`src/rtl/pci_par_pkg.sv`:
```
package pci_par_pkg;

  // Kind of check pending for the clock after a target-side phase
  typedef enum logic [1:0] {
    CHK_NONE = 2'd0,
    CHK_DATA = 2'd1,
    CHK_ADDR = 2'd2
  } chkKind_t;

  // Strobes from control to datapath
  typedef struct packed {
    logic capture;  // hold computed parity for a later compare
    logic drive;    // load the outgoing parity register
  } parStrobe_t;

endpackage

```
`src/rtl/pci_par_datapath.sv`:
```
module pci_par_datapath
  import pci_par_pkg::*;
#(
  parameter int LANES  = 4,
  parameter int LANE_W = 8,
  localparam int DATA_W = LANES * LANE_W
) (
  input  logic              clk,
  input  logic              rstN,
  input  logic [DATA_W-1:0] ad,
  input  logic [LANES-1:0]  cbe,
  input  logic              parIn,
  input  parStrobe_t        strobe,
  output logic              parOut,
  output logic              mismatch
);

  logic [LANES-1:0] lanePar;
  logic             busPar;
  logic             expPar;

  // One parity term per byte lane, including its own enable bit
  generate
    for (genvar g = 0; g < LANES; g++) begin : g_lane
      assign lanePar[g] = (^ad[g*LANE_W +: LANE_W]) ^ cbe[g];
    end
  endgenerate

  assign busPar = ^lanePar;

  always_ff @(posedge clk) begin
    if (!rstN) begin
      expPar <= 1'b0;
      parOut <= 1'b0;
    end else begin
      if (strobe.capture) expPar <= busPar;
      if (strobe.drive)   parOut <= busPar;
    end
  end

  assign mismatch = expPar ^ parIn;

endmodule

```
`src/rtl/pci_par_ctrl.sv`:
```
module pci_par_ctrl
  import pci_par_pkg::*;
(
  input  logic       clk,
  input  logic       rstN,
  input  logic       isInitiator,
  input  logic       addrPhase,
  input  logic       irdy,
  input  logic       trdy,
  input  logic       perrEn,
  input  logic       serrEn,
  input  logic       cardAddrPerr,
  input  logic       statWr,
  input  logic       statWrData,
  input  logic       mismatch,
  output parStrobe_t strobe,
  output logic       parOe,
  output logic       perrOut,
  output logic       serrOut,
  output logic       parErrDetected
);

  logic     xferDone;
  logic     phaseSeen;
  chkKind_t chkNext;
  chkKind_t chkPend;
  logic     dataBad;
  logic     addrBad;

  assign xferDone  = irdy & trdy;
  assign phaseSeen = addrPhase | xferDone;

  always_comb begin
    chkNext = CHK_NONE;
    if (!isInitiator) begin
      if (addrPhase)     chkNext = CHK_ADDR;
      else if (xferDone) chkNext = CHK_DATA;
    end
  end

  assign strobe.drive   = isInitiator & phaseSeen;
  assign strobe.capture = (chkNext != CHK_NONE);

  assign dataBad = (chkPend == CHK_DATA) & mismatch;
  assign addrBad = (chkPend == CHK_ADDR) & mismatch;

  always_ff @(posedge clk) begin
    if (!rstN) begin
      chkPend        <= CHK_NONE;
      parOe          <= 1'b0;
      perrOut        <= 1'b0;
      serrOut        <= 1'b0;
      parErrDetected <= 1'b0;
    end else begin
      chkPend <= chkNext;
      parOe   <= strobe.drive;
      perrOut <= dataBad & perrEn;
      serrOut <= (addrBad | cardAddrPerr) & serrEn;
      if (dataBad | addrBad)         parErrDetected <= 1'b1;
      else if (statWr && statWrData) parErrDetected <= 1'b0;
    end
  end

endmodule

```
`src/rtl/pci_parity_unit.sv`:
```
module pci_parity_unit
  import pci_par_pkg::*;
#(
  parameter int LANES       = 4,
  parameter int LANE_W      = 8,
  parameter int CMD_W       = 16,
  parameter int PERR_EN_BIT = 6,
  parameter int SERR_EN_BIT = 8,
  localparam int DATA_W = LANES * LANE_W
) (
  input  logic              clk,
  input  logic              rstN,
  input  logic [DATA_W-1:0] ad,
  input  logic [LANES-1:0]  cbe,
  input  logic              parIn,
  input  logic              isInitiator,
  input  logic              addrPhase,
  input  logic              irdy,
  input  logic              trdy,
  input  logic [CMD_W-1:0]  cmdReg,
  input  logic              cardAddrPerr,
  input  logic              statWr,
  input  logic              statWrData,
  output logic              parOut,
  output logic              parOe,
  output logic              perrOut,
  output logic              serrOut,
  output logic              parErrDetected
);

  parStrobe_t strobe;
  logic       mismatch;

  pci_par_datapath #(.LANES(LANES), .LANE_W(LANE_W)) u_dp (
    .clk      (clk),
    .rstN     (rstN),
    .ad       (ad),
    .cbe      (cbe),
    .parIn    (parIn),
    .strobe   (strobe),
    .parOut   (parOut),
    .mismatch (mismatch)
  );

  pci_par_ctrl u_ctrl (
    .clk            (clk),
    .rstN           (rstN),
    .isInitiator    (isInitiator),
    .addrPhase      (addrPhase),
    .irdy           (irdy),
    .trdy           (trdy),
    .perrEn         (cmdReg[PERR_EN_BIT]),
    .serrEn         (cmdReg[SERR_EN_BIT]),
    .cardAddrPerr   (cardAddrPerr),
    .statWr         (statWr),
    .statWrData     (statWrData),
    .mismatch       (mismatch),
    .strobe         (strobe),
    .parOe          (parOe),
    .perrOut        (perrOut),
    .serrOut        (serrOut),
    .parErrDetected (parErrDetected)
  );

endmodule

```
`config.mk`:
```
export PLATFORM = sky130hd
export DESIGN_NAME = pci_parity_unit
export DESIGN_NICKNAME = d
export VERILOG_FILES = /design/src/rtl/pci_par_pkg.sv /design/src/rtl/pci_par_datapath.sv /design/src/rtl/pci_par_ctrl.sv /design/src/rtl/pci_parity_unit.sv
export SDC_FILE = /design/constraint.sdc
export NUM_CORES = 1
export LEC_CHECK = 0
export BUFFER_PORTS_ARGS = -buffer_cell sky130_fd_sc_hd__clkbuf_2
export CAP_MARGIN = 5
export CORE_MARGIN = 4
export CORE_UTILIZATION = 33
export DETAILED_ROUTE_END_ITERATION = 6
export HOLD_SLACK_MARGIN = 0.05
export PLACE_DENSITY = 0.89
export SLEW_MARGIN = 20
export SYNTH_ARGS = -nofsm -noshare
export SYNTH_HDL_FRONTEND = slang
export SYNTH_HIERARCHICAL = 1
export SYNTH_SLANG_ARGS = --single-unit
```
`constraint.sdc`:
```
create_clock -name clk -period 2 [get_ports clk]
set_input_delay 0.4 -clock clk [delete_from_list [all_inputs] [get_ports clk]]
set_output_delay 0.4 -clock clk [all_outputs]
set_load 0.01 [all_outputs]
```
==> summary.md <==
| Metric | Value |
|---|---|
| Status | complete, no violations |
| Internal power | 0.4282 mW |
| Total of max-cap violations | 0 |
| Net count, final | 182 |
| Clock Sinks | 8 |
| Top_reg_cell synth | dfxtp_1 |
| Leakage Power | 0.4455 nW |
| Worst vdd ir | 0.3788 mV |
| CP cell instances | clkbuf_2 -> xnor2_1 -> xnor2_1 -> xnor2_1 -> xnor3_1 -> xnor2_1 -> a21oi_1 |
| WL final | 1.519 mm |
| Total congestion overflow | 0 |
| Num CTS Buffers | 3 |
| PwrDens | 668.3 nW/µm² |
| DR vias | 638 |
| Largest stage delay, worst path | 420 ps |
| Cell with the most instances after synthesis | xnor2_1 |
| Largest family of logic cells by synthesized area | XOR/XNOR gates |
| WP buf/inv | 1 |
| Largest area contributor in the synthesized netlist | xnor2_1 |
| Top Ports | 67 |
| CTS resizes | 0 |
| Cell variety after synth | 17 |
| Setup crit start kind | input pin |
| Synth top area share | 45.11% |
| Layout cells sized above 1 | 47.46% |
| First-pass GRT wire length | 2.359 mm |
| Post-CTS setup buffers | 0 |
| Final Hold Vio Count | 0 |
| Area Overhead vs Synth | 52.18% |
| Synth Area in Compound Gates | 8.524% |
| Share of flip-flops with an asynchronous set or reset | 0% |
| Total GRT Usage | 11.98% |
| Vias per cell | 4.462 |
| Final Skew | 1.851 ps |
| Register area share after synthesis | 26.61% |
| Worst path slowest cell | xnor3_1 |
| Rows | 15 |
| Post-Synth XOR/XNOR Area | 54.68% |
| CTS tree | yes |
| Worst EP arrival | 1720 ps |
| Core box area | 1727 µm² |
| Slew Viols, Final | 0 |
| TNS Setup | 0 ps |
| Simple-gate share of the synthesized area | 9.563% |
| Synthesis-stage register bit count | 8 |
| Largest net degree at the start of global routing | 7 |
| EDFF count, synth | 0 |
| Antenna-violating nets left | 0 |
| Top post-synthesis cells by area | xnor2_1, dfxtp_1, xor2_1, xnor3_1, a21oi_1 |
| Die extent in x | 50.71 µm |
| Synthesized cell area | 601.8 µm² |
| Family with the most delay on the worst path | XOR/XNOR gates |
| RD Place Congestion | 0.7326 |
| Fin crit share | 79.75% |
| Antenna violations before repair | 0 |
| HPWL Detailed | 1.425 mm |
| NetSw | 0.1839 mW |
| Gate Count Post-Synth | 63 |
| Vert. Die Dim | 50.71 µm |
| Mapped Nets | 125 |
| Initial DRC count | 2 |
| Worst skew pair latency | 240 ps |
| Syn avg cell area | 9.553 µm² |
| Worst setup EP type | flip-flop |
| Pre-CTS WS | 144.3 ps |
| CTS root buf | clkbuf_4 |
| Avg WL per Cell | 10.62 µm |
| H-tree Lvls | 1 |
| Setup ws final | 405.0 ps |
| Post-Synth Adder-Cell Area | 0% |
| Comb power frac | 51.0% |
| Max Clk Rate | 626.9 MHz |
| Residual DRC | 0 |
| Slew margin rel. | 84.08% |
| Vias in the first global route | 643 |
| Full die area | 2571 µm² |
| Initial Util | 34.86% |
| Hold Crit Class | in -> reg |
| Hold buffer count at cts | 0 |
| CP max FO | 2 |
| Critical path class | in -> reg |
| Worst-margin pin slew | 238.8 ps |
| Sw frac | 30.05% |
| Yosys warnings | 6 |
| Clock share of power | 19.0% |
| Clk slew on worst S/H paths | 50 ps |
| Pre-antenna DRT Iters | 3 |
| Top post-synthesis cells by count | xnor2_1, dfxtp_1, xor2_1, a21oi_1 |
| Unrepaired setup endpoints after global routing | false |
| Min cycle time layout | 1595 ps |
| Port bufs | 52 |
| Post-synthesis mux area share | 0% |
| Critical path's most frequent cell | xnor2_1 |
| WP data required | 2130 ps |
| Setup violations, final | 0 |
| Sequential share of power | 30.0% |
| Antenna cell count | 0 |
| Number of buffers on the longest clock path | 2 |
## worst register-to-register path: stages (launching register included)
cell and delay, ps:
dfxtp_1 320, xor2_1 180, and3b_1 170, o211a_1 190
## layer usage
metal | GRT usage (%) | wire, µm
met1 | 10.39 | 479
met3 | 1.780 | 80
met4 | 4.036 | 0
met5 | 0 | 0
met2 | 26.30 | 959
## power by group through the flow
stage               clock network, mW  logic (mW)  registers, mW
floorplan                           0       0.224          0.189
global placement                    0       0.305          0.185
detailed placement                  0       0.313          0.187
CTS                             0.121       0.314          0.184
global route                    0.134       0.334          0.185
finish                          0.117       0.312          0.184
## cell usage in the layout (no fill, tap or decap)
master     n
xnor3_1    1
nor3b_1    2
xnor2_1   31
and3b_1    1
inv_1      1
o22ai_1    1
xor2_1     4
clkbuf_2  52
a21oi_1    3
clkbuf_4   3
nor4_1     1
nor2b_1    1
nand2_1    2
dfxtp_1    8
nor2_1     2
nand4_1    1
a21bo_2    1
o211a_1    1
o21ai_0    2
## registers in the layout (all words and copies together), names as in the netlist
| name | count |
|---|---|
| u_ctrl/chkPend | 2 |
| u_ctrl/parErrDetected | 1 |
| u_ctrl/serrOut | 1 |
| u_ctrl/perrOut | 1 |
| u_dp/parOut | 1 |
| u_ctrl/parOe | 1 |
| u_dp/expPar | 1 |
## metrics by stage
step | utilization, % | hold WS (ps) | total power, mW | cells | instance area [µm²]
6_report | 53.04 | 346.7 | 0.6121 | 143 | 915.9
5_1_grt | 53.04 | 359.5 | 0.6529 | 143 | 915.9
4_1_cts | 53.04 | 343.2 | 0.6186 | 143 | 915.9
3_5_place_dp | 51.74 | 450.2 | 0.5000 | 140 | 893.4
3_3_place_gp | 51.74 | 437.8 | 0.4899 | 140 | 893.4
2_1_floorplan | - | 421.1 | 0.4125 | 63 | 601.8
## area by class of cell
cell class	instances	area, µm²
clock buffers	3	22.52
fillers	173	810.8
inverters	1	3.754
multi-input cells	54	437.9
flip-flops and latches	8	160.2
well taps	25	31.28
repair buffers	52	260.3
## worst paths after layout
path | start | to | slack [ps] | depth (start not counted)
worst max-delay path | ad[3] | u_dp/expPar$_SDFFE_PN0P_ | 400 | 7
worst min-delay path | addrPhase | u_ctrl/chkPend[0]$_SDFF_PN0_ | 350 | 2
worst max register to register | u_dp/expPar$_SDFFE_PN0P_ | u_ctrl/serrOut$_SDFF_PN0_ | 1030 | 3
worst min register to register | u_ctrl/chkPend[1]$_SDFF_PN0_ | u_ctrl/perrOut$_SDFF_PN0_ | 470 | 1
## cells by family (layout without fill, tap and decap cells)
group,Yosys count,in the layout
XOR/XNOR,36,36
buffers and inverters,1,56
AO/OA/AOI/OAI,8,8
AND/OR/NAND/NOR,10,10
flip-flops,8,8
No activity file was read; power rests on OpenSTA's default activity.
